[src/rtl/ser_read_pkg.sv]
`timescale 1ns/1ps
package ser_read_pkg;
   typedef enum logic [1:0] {
      DEC_HUNT = 2'd0,
      DEC_SHIFT = 2'd1,
      DEC_HOLD = 2'd2
   } dec_state_t;
endpackage

[src/rtl/ser_cmd_decoder.sv]
`timescale 1ns/1ps
module ser_cmd_decoder
   import ser_read_pkg::*;
#(
   parameter int ADDR_W = 6,
   parameter int OPC_W = 2,
   parameter logic [OPC_W-1:0] RD_OPC = 2'b10
) (
   input  logic              sclk,
   input  logic              rst_n,
   input  logic              cs,
   input  logic              din,
   output logic              rd_hit,
   output logic [ADDR_W-1:0] rd_addr
);
   localparam int CMD_W = OPC_W + ADDR_W;
   localparam int CNT_W = $clog2(CMD_W + 1);
   localparam logic [CNT_W-1:0] LAST_IDX = CNT_W'(CMD_W - 1);

   generate
      if (OPC_W < 1 || ADDR_W < 1) begin : g_bad_width
         $error("ser_cmd_decoder: command field widths must be at least 1");
      end
   endgenerate

   dec_state_t       st_q;
   logic [CNT_W-1:0] cnt_q;
   logic [CMD_W-1:0] sreg_q;
   logic [CMD_W-1:0] sreg_nx;
   logic             last_bit;

   assign sreg_nx  = {sreg_q[CMD_W-2:0], din};
   assign last_bit = (st_q == DEC_SHIFT) && (cnt_q == LAST_IDX);
   assign rd_hit   = cs && last_bit && (sreg_nx[CMD_W-1 -: OPC_W] == RD_OPC);
   assign rd_addr  = sreg_nx[ADDR_W-1:0];

   always_ff @(posedge sclk or negedge rst_n) begin
      if (!rst_n) begin
         st_q   <= DEC_HUNT;
         cnt_q  <= '0;
         sreg_q <= '0;
      end else if (!cs) begin
         st_q  <= DEC_HUNT;
         cnt_q <= '0;
      end else begin
         unique case (st_q)
            DEC_HUNT: begin
               if (din) begin
                  st_q  <= DEC_SHIFT;
                  cnt_q <= '0;
               end
            end
            DEC_SHIFT: begin
               sreg_q <= sreg_nx;
               cnt_q  <= cnt_q + 1'b1;
               if (last_bit) st_q <= DEC_HOLD;
            end
            default: st_q <= DEC_HOLD;
         endcase
      end
   end

   // a command produces at most one read launch per select period
   p_single_launch_r3: assert property (@(posedge sclk) disable iff (!rst_n)
      rd_hit |=> !rd_hit);
   // the bit counter never runs beyond the command length
   p_cnt_bound_r3: assert property (@(posedge sclk) disable iff (!rst_n)
      (st_q == DEC_SHIFT) |-> (cnt_q <= LAST_IDX));
   // decoding cannot begin on an edge that samples din low while hunting
   p_hunt_hold_r2: assert property (@(posedge sclk) disable iff (!rst_n)
      (cs && st_q == DEC_HUNT && !din) |=> (st_q == DEC_HUNT));
endmodule

[src/rtl/ser_word_store.sv]
`timescale 1ns/1ps
module ser_word_store #(
   parameter int ADDR_W = 6,
   parameter int DATA_W = 16
) (
   input  logic              sclk,
   input  logic              ld_en,
   input  logic [ADDR_W-1:0] ld_addr,
   input  logic [DATA_W-1:0] ld_data,
   input  logic [ADDR_W-1:0] rd_addr,
   output logic [DATA_W-1:0] rd_word
);
   localparam int DEPTH = 1 << ADDR_W;

   generate
      if (ADDR_W > 10) begin : g_too_deep
         $error("ser_word_store: register array limited to 1024 words");
      end
   endgenerate

   logic [DEPTH-1:0][DATA_W-1:0] words;

   for (genvar g = 0; g < DEPTH; g++) begin : g_word
      logic [DATA_W-1:0] word_q;
      always_ff @(posedge sclk) begin
         if (ld_en && (ld_addr == ADDR_W'(g))) word_q <= ld_data;
      end
      assign words[g] = word_q;
   end

   assign rd_word = words[rd_addr];
endmodule

[src/rtl/ser_shift_out.sv]
`timescale 1ns/1ps
module ser_shift_out #(
   parameter int ADDR_W = 6,
   parameter int DATA_W = 16
) (
   input  logic              sclk,
   input  logic              rst_n,
   input  logic              cs,
   input  logic              rd_hit,
   input  logic [ADDR_W-1:0] start_addr,
   input  logic [DATA_W-1:0] cur_word,
   output logic [ADDR_W-1:0] cur_addr,
   output logic              oe_q,
   output logic              dout_q
);
   localparam int IDX_W = $clog2(DATA_W);
   localparam logic [IDX_W-1:0] TOP_IDX = IDX_W'(DATA_W - 1);

   generate
      if (DATA_W < 2) begin : g_bad_data
         $error("ser_shift_out: word width must be at least 2");
      end
   endgenerate

   logic [IDX_W-1:0]  idx_q;
   logic [ADDR_W-1:0] addr_q;

   assign cur_addr = addr_q;

   always_ff @(posedge sclk or negedge rst_n) begin
      if (!rst_n) begin
         oe_q   <= 1'b0;
         dout_q <= 1'b0;
         idx_q  <= TOP_IDX;
         addr_q <= '0;
      end else if (!cs) begin
         oe_q   <= 1'b0;
         dout_q <= 1'b0;
         idx_q  <= TOP_IDX;
      end else if (rd_hit) begin
         oe_q   <= 1'b1;
         dout_q <= 1'b0;
         idx_q  <= TOP_IDX;
         addr_q <= start_addr;
      end else if (oe_q) begin
         dout_q <= cur_word[idx_q];
         if (idx_q == '0) begin
            idx_q  <= TOP_IDX;
            addr_q <= addr_q + 1'b1;
         end else begin
            idx_q <= idx_q - 1'b1;
         end
      end
   end

   // the first driven bit after launch is the low filler bit
   p_filler_low_r4: assert property (@(posedge sclk) disable iff (!rst_n)
      $rose(oe_q) |-> !dout_q);
   // after the last bit the address advances by one, modulo the depth
   p_addr_step_r7: assert property (@(posedge sclk) disable iff (!rst_n)
      (cs && oe_q && !rd_hit && idx_q == '0) |=> (addr_q == $past(addr_q) + 1'b1));
   // one edge with select low leaves the output disabled
   p_deselect_hiz_r9: assert property (@(posedge sclk) disable iff (!rst_n)
      !$past(cs) |-> !oe_q);
   // the output turns on only through a read launch
   p_launch_only_r8: assert property (@(posedge sclk) disable iff (!rst_n)
      $rose(oe_q) |-> $past(rd_hit));
endmodule

[src/rtl/ser_read_slave.sv]
`timescale 1ns/1ps
module ser_read_slave #(
   parameter int ADDR_W = 6,
   parameter int DATA_W = 16
) (
   input  logic              sclk,
   input  logic              rst_n,
   input  logic              cs,
   input  logic              din,
   output logic              dout,
   output logic              dout_oe,
   input  logic              ld_en,
   input  logic [ADDR_W-1:0] ld_addr,
   input  logic [DATA_W-1:0] ld_data
);
   localparam int OPC_W = 2;
   localparam logic [OPC_W-1:0] RD_OPC = 2'b10;

   logic              hit;
   logic [ADDR_W-1:0] hit_addr;
   logic [ADDR_W-1:0] walk_addr;
   logic [DATA_W-1:0] walk_word;
   logic              oe_r;
   logic              bit_r;

   ser_cmd_decoder #(.ADDR_W(ADDR_W), .OPC_W(OPC_W), .RD_OPC(RD_OPC)) u_dec (
      .sclk(sclk), .rst_n(rst_n), .cs(cs), .din(din),
      .rd_hit(hit), .rd_addr(hit_addr)
   );

   ser_word_store #(.ADDR_W(ADDR_W), .DATA_W(DATA_W)) u_store (
      .sclk(sclk), .ld_en(ld_en), .ld_addr(ld_addr), .ld_data(ld_data),
      .rd_addr(walk_addr), .rd_word(walk_word)
   );

   ser_shift_out #(.ADDR_W(ADDR_W), .DATA_W(DATA_W)) u_out (
      .sclk(sclk), .rst_n(rst_n), .cs(cs), .rd_hit(hit),
      .start_addr(hit_addr), .cur_word(walk_word), .cur_addr(walk_addr),
      .oe_q(oe_r), .dout_q(bit_r)
   );

   assign dout_oe = oe_r & cs;
   assign dout    = bit_r & dout_oe;

   // output disabled during reset
   always_comb begin
      if (!rst_n) p_reset_off_r1: assert (!dout_oe);
   end
endmodule

[config.mk]
export PLATFORM = sky130hd
export DESIGN_NAME = ser_read_slave
export DESIGN_NICKNAME = d
export VERILOG_FILES = /design/src/rtl/ser_read_pkg.sv /design/src/rtl/ser_cmd_decoder.sv /design/src/rtl/ser_word_store.sv /design/src/rtl/ser_shift_out.sv /design/src/rtl/ser_read_slave.sv
export SDC_FILE = /design/constraint.sdc
export NUM_CORES = 1
export LEC_CHECK = 0
export ABC_AREA = 1
export BUFFER_PORTS_ARGS = -buffer_cell sky130_fd_sc_hd__clkbuf_2
export CORE_MARGIN = 2
export CORE_UTILIZATION = 45
export CTS_CLUSTER_DIAMETER = 60
export CTS_CLUSTER_SIZE = 8
export DETAILED_ROUTE_END_ITERATION = 10
export PLACE_DENSITY_LB_ADDON = 0.05
export SYNTH_ARGS = -nofsm -noshare
export SYNTH_HDL_FRONTEND = slang
export SYNTH_SLANG_ARGS = --single-unit
[constraint.sdc]
create_clock -name sclk -period 2.2 [get_ports sclk]
set_clock_uncertainty 0.15 [all_clocks]
set_input_delay 0.11 -clock sclk [delete_from_list [all_inputs] [get_ports sclk]]
set_output_delay 0.11 -clock sclk [all_outputs]
set_load 0.01 [all_outputs]
==> results.cfg <==
[route]
routedWlPerCell_um = 24.6
ant_nets = 0
routed_wl_um = 130000
viasPerCell = 5.53
dr.pass1.iters = 5
drcViolationCount = 0
vias = 29200
drt_iter0_markers = 3349

[layout]
layout-drive-gt1-share = 0.150
fin_cells = 5281
nFillCells = 7948
n_antenna_cell = 0
nets = 4013
area_delta_synth_final_pct = 20.8
fin_util = 0.551

[logic_synthesis]
syn_nets = 3686
ys_ff_latch = 1049
yosysWarningCount = 0
syn_area_um2 = 42700
ys_seq_area_frac = 0.736
yosysTopAreaCellShare = 0.721
ys_types = 30
synthTopCellsByArea = edfxtp_1 72%, nand2_1 6.4%, nor2_1 6.0%
postSynthAreaPerCell_um2 = 11.7
synth_cells = 3655
yosysTopAreaCell = edfxtp_1

[sta]
hold_viol_final = 0
post-route-period-util = 1.27
report.final.slew_viol_count = 0
finalCriticalPeriod_ps = 2780
tightest_slew_ps = 590
max_slew_margin = 0.607
timing.fmax_ghz = 0.359
final-setup-viol-count = 1
grt_setup_unrepaired = yes
setup_slack_ps = -584

[floorplanning]
start_util = 0.456
dieWidth_um = 312
num_rows = 112
coreArea_um2 = 93600
die_area_um2 = 97300
ios = 29
die_h_um = 312

[worst_setup_path]
path_max_fanout = 13
critical_path_class = flop to flop
start_kind = flop
cp_data_arrival_time_ps = 3270
critPathRequiredTime_ps = 2690
end_kind = flop
r2r_cells = 16

[clock_network]
clock_latency_ps = 760
cts.sinks = 1049
clk_pin_slew_worst_paths_ps = 50
htreeDepth = 4
cts-buffers-inserted = 151
cts_tree = done
clockRootBuffer = clkbuf_16
clock_path_buffers = 3

[pwr]
p_total_mw = 44.0
switching_share = 0.206
ir_drop_mv = 0.827
intPower_mw = 35.0
comb_power_share = 0.021
cellLeakagePower_nw = 18.5
p_seq_frac = 0.506
pwr-share-clk = 0.473
power_per_cell_area_nw_per_um2 = 854
switchingPower_mw = 9.06

[run_status]
violations = setup timing
status = complete, but fails checks

[hold_path]
hp-class = input port to flop
hold_path_depth = 5

[grt]
grt_pass1_vias = 28500
antenna_found_initial = 4
grt_pass1_wl_um = 190000
grt_remaining_overflow = 0
grt_max_degree = 65
grt_util_all_layers = 0.266

[place]
port_buffers = 28
place.gp.congestion = 0.893
place_ws_ps = -647
hpwl_um = 78500
dp_cells = 5046

[run]
maxCapViolations = 0
## cells in the final DEF (no fill, tap or decap), types with 2 or more instances in the layout
master / count
edfxtp_1: 1024
nand2_1: 708
nor2_1: 680
nand3_1: 389
o21ai_0: 304
buf_4: 257
clkbuf_16: 154
inv_1: 73
buf_12: 63
a21oi_1: 62
o21ai_1: 42
o211ai_1: 40
clkbuf_1: 26
dlygate4sd3_1: 26
nand2_2: 18
dfrtp_1: 18
nand3_2: 17
clkbuf_2: 17
buf_2: 11
or2_2: 9
buf_6: 9
inv_6: 7
xor2_1: 6
a21oi_2: 6
inv_2: 5
o221ai_1: 5
clkinv_1: 4
ha_1: 4
clkinv_8: 4
buf_16: 4
dfstp_2: 4
nor2_2: 3
inv_16: 3
inv_12: 2
nor3_1: 2
a22oi_1: 2
and3_1: 2
bufbuf_16: 2
dfrtp_4: 2
## registers in the layout, indices dropped and copies added (netlist names)
signal,cells
u_dec.st_q,2
u_dec.sreg_q,7
u_out.cur_addr,6
u_store.g_word.word_q,1024
u_out.oe_q,1
u_dec.cnt_q,4
u_out.dout_q,1
u_out.idx_q,4
## synth_stat cells
cell type	instances
clkbuf_1	84
o21ai_0	307
inv_2	4
o221ai_1	5
nor2_1	683
buf_2	97
buf_4	5
nand4_1	1
inv_1	75
buf_6	5
ha_1	4
dfrtp_1	21
nand3_1	406
a2bb2oi_1	1
nor3b_1	1
nor3_1	3
a21oi_1	68
o21ai_1	39
buf_1	27
nand2_1	727
clkinv_1	3
o211ai_1	40
dfstp_2	4
a22oi_1	2
o22ai_1	1
a22o_1	1
xor2_1	6
and3_1	2
edfxtp_1	1024
or2_2	9
## worst paths after layout
| kind | start | endpoint | slack (ps) |
|---|---|---|---|
| min in group asynchronous | rst_n | u_out.idx_q[2]$_DFFE_PN1P_ | 460 |
| setup / recovery | u_out.cur_addr[0]$_DFFE_PN0P_ | u_out.dout_q$_DFFE_PN0P_ | -580 |
| hold reg to reg | u_dec.sreg_q[6]$_DFFE_PN0P_ | u_dec.sreg_q[6]$_DFFE_PN0P_ | 340 |
| max in group asynchronous | rst_n | u_out.cur_addr[0]$_DFFE_PN0P_ | 1230 |
| hold / removal | ld_addr[0] | u_store.g_word[10].word_q[11]$_DFFE_PP_ | 80 |
| setup reg to reg | u_out.cur_addr[0]$_DFFE_PN0P_ | u_out.dout_q$_DFFE_PN0P_ | -580 |
## kinds of logic (layout without fill, tap and decap cells)
| kind of cell | Yosys count | after routing | share of synthesized area |
|---|---|---|---|
| AOI/OAI and AO/OA | 464 | 464 | 0.0575 |
| and+or+nand+nor | 1832 | 1832 | 0.174 |
| xor gates and xnor gates | 6 | 6 | 0.00123 |
| buffers and inverters | 300 | 672 | 0.0306 |
| DFF | 1049 | 1049 | 0.736 |
| adders and majority gates | 4 | 4 | 0.00117 |
## timing repair
item	4_1_cts	5_1_grt
pin swaps	5	3
hold buffers	27	0
cloned	3	2
buffers inserted	3	2
endpoints found under the setup margin	9	8
gates resized for setup	55	14
hold endpoints to repair	1021	0
## area by class of cell
type | count | area [um^2] | area share
timing repair buffer | 391 | 3920 | 0.0760
clock inverter | 19 | 259 | 0.00502
inverter | 82 | 333 | 0.00646
tap | 1254 | 1570 | 0.0304
sequential | 1049 | 31400 | 0.609
timing repair inverter | 1 | 8.76 | 0.000170
clock buffer | 179 | 3920 | 0.0759
multi-input combinational | 2306 | 10200 | 0.197
## power groups by stage
stage          clock network [mW]  registers, mW  logic [mW]
2_1_floorplan                   0           22.6       0.239
3_3_place_gp                    0           22.6       0.864
3_5_place_dp                    0           22.6       0.890
4_1_cts                      21.2           22.3       0.940
5_1_grt                      22.0           22.3        1.02
6_report                     20.8           22.3       0.938
## critical path, cell delays in order, from the launching register on
cell,delay (ps)
dfrtp_4,590
buf_4,210
clkbuf_16,180
nor2_1,120
nor2_1,50
o21ai_1,80
nand2_1,140
a21oi_1,260
nand2_1,160
nand3_1,150
nand3_1,100
nand3_1,90
nand3_1,80
nand2_1,90
nand2_1,70
nand2_1,80
nand2_1,50
## metal layers
layer,share of wire,track usage
met5,0.00011,0
met4,0.023,0.0783
met3,0.063,0.0425
met2,0.48,0.430
met1,0.43,0.372
## stage by stage
step	hold WS (ps)	setup TNS [ps]	instance area (um^2)
4_1_cts	37.3	-501	51400
6_report	80.7	-584	51500
3_3_place_gp	43.2	-1060	46700
5_1_grt	81.2	-688	51500
2_1_floorplan	-336	0	42700
3_5_place_dp	53.2	-1210	46700
Note: power is estimated with default switching activity, not from simulation.
